`src/rtl/osc_pwrseq_pkg.sv`:
```
package osc_pwrseq_pkg;

  typedef enum logic [2:0] {
    ST_IDLE    = 3'd0,
    ST_UP_EN   = 3'd1,
    ST_UP_RST  = 3'd2,
    ST_UP_SETL = 3'd3,
    ST_DN_GATE = 3'd4
  } seq_state_e;

  localparam logic [2:0] SRC_BYPASS = 3'd4;

  // ceil(us * kHz / 1000) reference cycles
  function automatic int unsigned us_to_cycles(input int unsigned us,
                                               input int unsigned khz);
    return (us * khz + 999) / 1000;
  endfunction

endpackage

```
`src/rtl/osc_src_decode.sv`:
```
module osc_src_decode #(
  parameter int CODE_W = 3
) (
  input  logic [CODE_W-1:0] code,
  output logic              uses_osc,
  output logic              selectable
);
  always_comb begin
    uses_osc   = 1'b0;
    selectable = 1'b0;
    case (code)
      CODE_W'(0), CODE_W'(1), CODE_W'(5), CODE_W'(6): begin
        uses_osc   = 1'b1;
        selectable = 1'b1;
      end
      CODE_W'(2), CODE_W'(3): selectable = 1'b1;
      default: ;
    endcase
  end
endmodule

```
`src/rtl/osc_wait_timer.sv`:
```
module osc_wait_timer #(
  parameter int CNT_W = 8
) (
  input  logic             clk,
  input  logic             rst_n,
  input  logic             clr,
  input  logic             run,
  input  logic [CNT_W-1:0] limit,
  output logic             expired
);
  logic [CNT_W-1:0] cnt_q;
  logic [CNT_W-1:0] cnt_d;
  logic             cnt_en;

  assign cnt_en  = clr | run;
  assign cnt_d   = clr ? '0 : cnt_q + 1'b1;
  assign expired = (cnt_q == limit - 1'b1);

  always_ff @(posedge clk or negedge rst_n) begin
    if (!rst_n)      cnt_q <= '0;
    else if (cnt_en) cnt_q <= cnt_d;
  end
endmodule

```
`src/rtl/osc_seq_ctrl.sv`:
```
module osc_seq_ctrl
  import osc_pwrseq_pkg::*;
#(
  parameter int CNT_W    = 8,
  parameter int T_EN     = 11,
  parameter int T_RST    = 40,
  parameter int T_SETTLE = 130
) (
  input  logic             clk,
  input  logic             rst_n,
  input  logic             accept,
  input  logic             op_on,
  input  logic             uses_osc,
  input  logic             expired,
  output logic             timer_clr,
  output logic             timer_run,
  output logic [CNT_W-1:0] limit,
  output logic             en,
  output logic             rst,
  output logic             gate,
  output logic             ack,
  output logic             busy
);
  seq_state_e st_q, st_d;
  logic en_q, en_d, rst_q, rst_d, gate_q, gate_d, ack_q, ack_d;

  always_comb begin
    st_d      = st_q;
    en_d      = en_q;
    rst_d     = rst_q;
    gate_d    = gate_q;
    ack_d     = 1'b0;
    timer_clr = 1'b0;
    case (st_q)
      ST_IDLE: if (accept) begin
        if (!uses_osc) begin
          ack_d = 1'b1;
        end else if (op_on) begin
          if (en_q && gate_q) begin
            ack_d = 1'b1;
          end else begin
            en_d      = 1'b1;
            st_d      = ST_UP_EN;
            timer_clr = 1'b1;
          end
        end else begin
          if (!en_q && !gate_q) begin
            ack_d = 1'b1;
          end else begin
            gate_d    = 1'b0;
            st_d      = ST_DN_GATE;
            timer_clr = 1'b1;
          end
        end
      end
      ST_UP_EN: if (expired) begin
        rst_d     = 1'b1;
        st_d      = ST_UP_RST;
        timer_clr = 1'b1;
      end
      ST_UP_RST: if (expired) begin
        rst_d     = 1'b0;
        st_d      = ST_UP_SETL;
        timer_clr = 1'b1;
      end
      ST_UP_SETL: if (expired) begin
        gate_d = 1'b1;
        ack_d  = 1'b1;
        st_d   = ST_IDLE;
      end
      ST_DN_GATE: if (expired) begin
        en_d  = 1'b0;
        ack_d = 1'b1;
        st_d  = ST_IDLE;
      end
      default: st_d = ST_IDLE;
    endcase
  end

  always_comb begin
    case (st_q)
      ST_UP_EN:   limit = CNT_W'(T_EN);
      ST_UP_RST:  limit = CNT_W'(T_RST);
      ST_UP_SETL: limit = CNT_W'(T_SETTLE);
      default:    limit = CNT_W'(T_RST);
    endcase
  end

  always_ff @(posedge clk or negedge rst_n) begin
    if (!rst_n) begin
      st_q   <= ST_IDLE;
      en_q   <= 1'b0;
      rst_q  <= 1'b0;
      gate_q <= 1'b0;
      ack_q  <= 1'b0;
    end else begin
      st_q   <= st_d;
      en_q   <= en_d;
      rst_q  <= rst_d;
      gate_q <= gate_d;
      ack_q  <= ack_d;
    end
  end

  assign timer_run = (st_q != ST_IDLE);
  assign en        = en_q;
  assign rst       = rst_q;
  assign gate      = gate_q;
  assign ack       = ack_q;
  assign busy      = (st_q != ST_IDLE) | ack_q;
endmodule

```
`src/rtl/osc_pwrseq.sv`:
```
module osc_pwrseq
  import osc_pwrseq_pkg::*;
#(
  parameter int REF_KHZ = 26000,
  parameter int CODE_W  = 3
) (
  input  logic              clk,
  input  logic              rst_n,
  input  logic              req_valid,
  input  logic              req_on,
  input  logic [CODE_W-1:0] req_code,
  output logic              req_ack,
  output logic              busy,
  output logic              osc_en,
  output logic              osc_rst,
  output logic              osc_gate,
  output logic              osc_running,
  output logic [CODE_W-1:0] src_sel
);
  localparam int T_EN     = int'(us_to_cycles(11,  REF_KHZ));
  localparam int T_RST    = int'(us_to_cycles(40,  REF_KHZ));
  localparam int T_SETTLE = int'(us_to_cycles(130, REF_KHZ));
  localparam int CNT_W    = $clog2(T_SETTLE + 2);

  logic             uses_osc, selectable, accept, expired;
  logic             timer_clr, timer_run;
  logic [CNT_W-1:0] limit;
  logic             sel_load;
  logic [CODE_W-1:0] sel_q;

  assign accept = req_valid & ~busy;

  osc_src_decode #(.CODE_W(CODE_W)) u_dec (
    .code       (req_code),
    .uses_osc   (uses_osc),
    .selectable (selectable)
  );

  osc_wait_timer #(.CNT_W(CNT_W)) u_tmr (
    .clk     (clk),
    .rst_n   (rst_n),
    .clr     (timer_clr),
    .run     (timer_run),
    .limit   (limit),
    .expired (expired)
  );

  osc_seq_ctrl #(
    .CNT_W    (CNT_W),
    .T_EN     (T_EN),
    .T_RST    (T_RST),
    .T_SETTLE (T_SETTLE)
  ) u_ctl (
    .clk       (clk),
    .rst_n     (rst_n),
    .accept    (accept),
    .op_on     (req_on),
    .uses_osc  (uses_osc),
    .expired   (expired),
    .timer_clr (timer_clr),
    .timer_run (timer_run),
    .limit     (limit),
    .en        (osc_en),
    .rst       (osc_rst),
    .gate      (osc_gate),
    .ack       (req_ack),
    .busy      (busy)
  );

  assign sel_load = accept & req_on & selectable;

  always_ff @(posedge clk or negedge rst_n) begin
    if (!rst_n)        sel_q <= CODE_W'(SRC_BYPASS);
    else if (sel_load) sel_q <= req_code;
  end

  assign src_sel     = sel_q;
  assign osc_running = osc_en & osc_gate;
endmodule

```
`config.mk`:
```
export PLATFORM = sky130hd
export DESIGN_NAME = osc_pwrseq
export DESIGN_NICKNAME = d
export VERILOG_FILES = /design/src/rtl/osc_pwrseq_pkg.sv /design/src/rtl/osc_src_decode.sv /design/src/rtl/osc_wait_timer.sv /design/src/rtl/osc_seq_ctrl.sv /design/src/rtl/osc_pwrseq.sv
export SDC_FILE = /design/constraint.sdc
export NUM_CORES = 1
export LEC_CHECK = 0
export ABC_AREA = 1
export BUFFER_PORTS_ARGS = -buffer_cell sky130_fd_sc_hd__clkbuf_2
export CORE_UTILIZATION = 35
export DETAILED_ROUTE_END_ITERATION = 16
export SETUP_SLACK_MARGIN = 0.4
export SLEW_MARGIN = 0
export SYNTH_ARGS = -nofsm -noshare
export SYNTH_HDL_FRONTEND = slang
export SYNTH_SLANG_ARGS = --single-unit
```
`constraint.sdc`:
```
create_clock -name clk -period 1.9 [get_ports clk]
set_input_delay 0.095 -clock clk [delete_from_list [all_inputs] [get_ports clk]]
set_output_delay 0.095 -clock clk [all_outputs]
set_load 0.02 [all_outputs]
```
# Yosys cells after proc, flatten, opt, wreduce, memory -nomap -nowiden
# Cells that the tools add are included.
# word_totals
output_inout_bits	9
wordCells	96
reg_bits	22
input_bits	7
# classes
n_bitwise	7
add_sub_neg	2
muxes	39
reduce_logical	18
eq_ne	23
# op_table
op	n
3-bit 2-to-1 mux	8
12-bit case mux with 2 select lines	1
1-bit 2-to-1 mux	23
2-bit != test (second input constant)	9
12-bit by 1-bit adder with 12-bit output (second input constant)	1
12-bit == test	1
3-bit by 2-bit == test with 1-bit output (second input constant)	4
12-bit 2-to-1 mux	1
3-bit case mux with 4 select lines	1
6-bit AND reduction	2
12-bit by 1-bit subtractor with 12-bit output (second input constant)	1
1-bit case mux with 2 select lines	5
3-bit == test (second input constant)	3
7-bit AND reduction	1
3-bit by 1-bit == test with 1-bit output (second input constant)	2
3-bit logical NOT	2
3-bit != test (second input constant)	2
2-bit nonzero test	3
6-bit OR reduction	1
1-bit AND	4
2-bit by 1-bit != test with 1-bit output (second input constant)	2
2-bit OR reduction	2
4-bit OR reduction	1
3-bit AND reduction	1
5 further kinds	8

# Longest topological paths before layout
# logic_depth
word_depth	8
ltp_mapped	11
mapped_depth_nobuf	11

# By module
# Synthesis repeated with hierarchy kept, for this count alone.
# hier_totals
cells_unflattened	261
area_unflattened_um2	1739.2
# by_module_without_submodules
module	instances	area_each_um2	seq_area_each_um2	cells_each
osc_wait_timer	1	1007.2	300.3	150
osc_seq_ctrl	1	546.8	175.2	84
osc_pwrseq	1	150.1	76.3	19
osc_src_decode	1	35.0	0.0	8

# Worst setup path after synthesis
# OpenSTA, ideal clock, no wires.
# synth_timing
path_type	register to register
start	reg u_ctl.st_q[1]
end	reg u_ctl.st_q[1]
stages_incl_launch_ff	11
path_buffers	0
setup_time_ns	0.119
synth_period_minus_slack_ns	1.407
slack_ns	0.493
required_time_ns	1.781
t_arrival_ns	1.288
path_cell_list	dfrtp_1 > nor2_4 > nand2_8 > inv_6 > nand3_4 > inv_4 > nand2_4 > nand2_2 > nand2_1 > nand2_1 > nand2_1
# synth_between
elab_chain_cells	6
elab_cells_between_ends	22
cone_classes	add/sub: 1; eq/ne: 12; mux: 2; bitwise: 3; reduce/logical: 4
# synth_rtl
element	line_no	rtl
start: declaration	osc_seq_ctrl.sv:24	seq_state_e st_q, st_d;
start signal: assignment	osc_seq_ctrl.sv:97	st_q <= st_d;
3-bit by 2-bit == test with 1-bit output, or another cell as far along	osc_seq_ctrl.sv:34, osc_seq_ctrl.sv:81	
12-bit case mux with 2 select lines or 1-bit OR (tied branches)	osc_seq_ctrl.sv:81, osc_seq_ctrl.sv:110	
12-bit by 1-bit subtractor with 12-bit output or 1-bit inverter (tied branches)	osc_wait_timer.sv:17, osc_pwrseq.sv:31	
12-bit == test or 1-bit AND (tied branches)	osc_wait_timer.sv:17, osc_pwrseq.sv:31	
2-bit != test (no source line) or 2-bit by 1-bit != test with 1-bit output (tied branches)	-	
7-bit AND reduction (no source line)	-	
# Parallel ways exist; a longest one is shown, timed or not.
# A chain may end at the register's enable or synchronous reset.

# Worst setup path in the final report
# layout_timing
start	reg u_ctl.st_q[1]
end	reg u_ctl.st_q[0]
# The elaborated chain is that of the path after synthesis.

==> reports/summary.md <==
### Synth
* post-synthesis register bit count: 22
* top cells by area in the synthesized netlist: sky130_fd_sc_hd__dfrtp_1 (36%), sky130_fd_sc_hd__nand2_1 (14%), sky130_fd_sc_hd__nor2_1 (6.7%), sky130_fd_sc_hd__inv_1 (5.4%), sky130_fd_sc_hd__nand3_1 (4.1%)
* instance count of the mapped netlist: 189
* synthesis warning total: 0
* library cell with the largest summed area after synthesis: sky130_fd_sc_hd__dfrtp_1
* area share of the largest cell type after synthesis: 0.3630
* dominant synthesized flop cell: sky130_fd_sc_hd__dfrtp_1
* number of enable flip-flop cells after synthesis: 0
* share of synthesized area occupied by flip-flops and latches: 0.3812
* synthesized area per cell: 7.659 µm²
* number of nets in the synthesized netlist: 197
* Yosys cell types: 28
* Post-synth ARST share: 1.000
* cell area after technology mapping: 1448 µm²

### Final layout
* signed area change from the synthesized netlist to the final layout: 25.76%
* share of cells above drive strength 1: 0.3545
* diode insertion count for antenna repair: 0
* fillcell total: 393
* nets@finish: 229
* combined area of the multi-input logic cells: 855.8 µm²
* final standard cell utilization of the core: 0.4584
* sequential cell area in the final layout: 556.8 µm²

### Global routing
* wire length of the first global-routing pass: 5333 µm
* global routing usage summed across all routing layers: 0.1576
* vias in the first global route: 1185
* pin count of the biggest net entering global routing: 23
* final global-route overflow total: 0
* number of antenna violations at the first check in global routing: 0

### Timing
* Tcrit/Tclk final: 0.7895
* Setup Viol. Count Final: 0
* number of hold violations in the final report: 0
* unrepaired setup endpoints after global routing: yes
* slew at the pin with the worst max-slew slack: 0.5871 ns
* Max Clk Rate: 666.6 MHz
* fin crit period: 1.500 ns
* max-slew violation count: 0
* worst clock skew: 0.002726 ns
* sum of negative setup slack: 0 ns
* final setup slack of the worst path: 0.3999 ns
* max_slew headroom: 0.6086

### Routing
* DRC violation total after the first TritonRoute iteration: 76
* detailed-route vias per instance: 4.700
* length of the first detailed-routing pass in iterations: 4
* post-detailed-routing wire length: 3287 µm
* detailed-route via count: 1269
* routed wirelength normalized by instance count: 12.17 µm
* post-route antenna net violation count: 0
* # DRC: 0

### Setup path
* element type at the critical path start: flip-flop
* sequence of cells on the critical path: nor2_4 -> buf_4 -> inv_1 -> o21ai_1 -> o21ai_2 -> nand3_1 -> nand2_1
* data arrival time at the worst-slack endpoint: 1.65 ns
* type of the worst setup path: reg2reg
* critical path endpoint category: flip-flop
* family with the most delay on the worst path: flip-flops
* Slowest cell on crit path: sky130_fd_sc_hd__dfrtp_2
* required time at the worst-slack endpoint: 2.05 ns
* total buffers and inverters traversed by the critical path: 2
* delay contributed by the slowest stage of the critical path: 0.47 ns
* Max Fanout on Critical Path: 6

### Floorplanning
* count of pins on the block boundary: 16
* die height: 66.31 µm
* number of cell rows: 23
* die outline area: 4397 µm²
* effective utilization at floorplan: 0.3645
* DIE WIDTH: 66.31 µm
* placeable core region: 3971 µm²

### Place
* count of input and output buffers: 15
* pre-CTS worst setup slack: 0.2613 ns
* placed wire-length estimate: 2401 µm
* routability cong.: 0.8666

### Power
* Cell Pwr Density: 1123 nW/µm²
* worst ir drop on vdd: 0.3030 mV
* LEAKAGE: 0.9098 nW

### Clocking
* insertion delay to the later sink of the worst-skew pair: 0.26 ns
* clock tree from TritonCTS: built
* Max clock buf depth: 2
* sink count of the clock tree: 22
* clock input transition at the sequential cells of the worst setup and hold paths: 0.08 ns
* cell chosen for the clock root: sky130_fd_sc_hd__clkbuf_8
* number of buffers created by CTS: 3
* H-tree depth: 1

### Worst hold path
* Hold WC Path Type: in2reg

### Flow run
* max-cap violations: 0

### Outcome
* outcome: finished, final reports clean

## power breakdown
| group | internal (mW) | switching [mW] |
|---|---|---|
| Sequential | 0.575 | 0.0988 |
| Combinational | 0.421 | 0.648 |
| Clock | 0.149 | 0.153 |
| Total | 1.15 | 0.900 |
## routing by layer
layer	GRT usage	vias to the layer above	share of wire
met2	0.2679	14	0.52
li1	-	657	-
met5	0	-	0
met4	0.03989	0	0.0076
met1	0.2120	596	0.46
met3	0.01552	2	0.013
## kinds of logic after synthesis
family	count (synthesis)	share of synthesized area
AOI/OAI and AO/OA	16	0.05704
xor gates and xnor gates	1	0.006051
buffers and inverters	28	0.07865
and+or+nand+nor	120	0.4581
muxes	1	0.01037
adders and majority gates	1	0.008642
DFF	22	0.3812
## sequential cells by signal, indices dropped and copies added, names as in the netlist
name / cells
u_tmr.cnt_q: 12
src_sel: 3
u_ctl.st_q: 3
u_ctl.ack: 1
u_ctl.en: 1
u_ctl.gate: 1
u_ctl.rst: 1
## worst paths after layout
path,startpoint,endpoint,slack [ns],cells past startpoint
max reg2reg,u_ctl.st_q[1],u_ctl.st_q[0],0.40,7
min,req_code[0],src_sel[0],0.10,3
max in group asynchronous,rst_n,u_ctl.st_q[0],1.12,2
min in group asynchronous,rst_n,u_tmr.cnt_q[10],0.36,2
min reg2reg,src_sel[0],src_sel[0],0.49,2
max,u_ctl.st_q[1],u_ctl.st_q[0],0.40,7
## final cells by class
cell class / count / share of cell area
Clock buffer: 4 / 0.02474
Inverter: 27 / 0.06667
Multi-Input combinational cell: 139 / 0.4701
Sequential cell: 22 / 0.3058
Tap cell: 50 / 0.03436
Timing Repair Buffer: 28 / 0.09828
## cell usage after synthesis, types with 2 or more instances
cell type / count
sky130_fd_sc_hd__nand3_1: 12
sky130_fd_sc_hd__nor2_2: 4
sky130_fd_sc_hd__nand3_4: 3
sky130_fd_sc_hd__inv_1: 21
sky130_fd_sc_hd__a21oi_1: 3
sky130_fd_sc_hd__nand4_1: 3
sky130_fd_sc_hd__dfrtp_1: 21
sky130_fd_sc_hd__nand2_4: 2
sky130_fd_sc_hd__nor3_2: 4
sky130_fd_sc_hd__nand2_8: 2
sky130_fd_sc_hd__o21ai_0: 10
sky130_fd_sc_hd__nand2_2: 3
sky130_fd_sc_hd__nor2_4: 3
sky130_fd_sc_hd__inv_2: 4
sky130_fd_sc_hd__o21ai_1: 2
sky130_fd_sc_hd__nor2_1: 26
sky130_fd_sc_hd__nand2_1: 55
## tightest hold or removal path, delay by kind of cell
kind | cells | cell delay (ns)
buffers and inverters | 2 | 0.15
AOI/OAI and AO/OA | 1 | 0.08
## metrics by stage
step	hold WS [ns]	power, mW	cells	cell area, µm²
final	0.1044	2.045	270	1821
after global routing	0.1113	2.177	270	1821
after CTS	0.1076	1.891	263	1689
after detailed placement	0.1257	1.481	253	1580
after global placement	0.1228	1.475	253	1580
after floorplan	-0.2006	1.277	189	1448
## cell usage in the layout, fill, tap and decap left out, drive strengths merged
cell type / Yosys / final
nand2: 62 / 62
nor2: 33 / 33
inv: 27 / 26
dfrtp: 21 / 21
clkbuf: 0 / 19
nand3: 16 / 16
buf: 1 / 12
o21ai: 12 / 12
nor3: 5 / 5
nand4: 4 / 4
a21oi: 3 / 3
clkinv: 0 / 1
xor2: 1 / 1
mux2: 1 / 1
a21o: 1 / 1
ha: 1 / 1
dlygate4sd3: 0 / 1
dfstp: 1 / 1
## timing repair
item / in CTS / in global routing
hold buffers: 1 / 0
setup endpoints to repair: 17 / 19
buffers inserted: 5 / 7
hold endpoints to repair: 21 / 0
resized for setup: 8 / 21
pin swaps: 2 / 8
(Power assumes the default switching activity.)
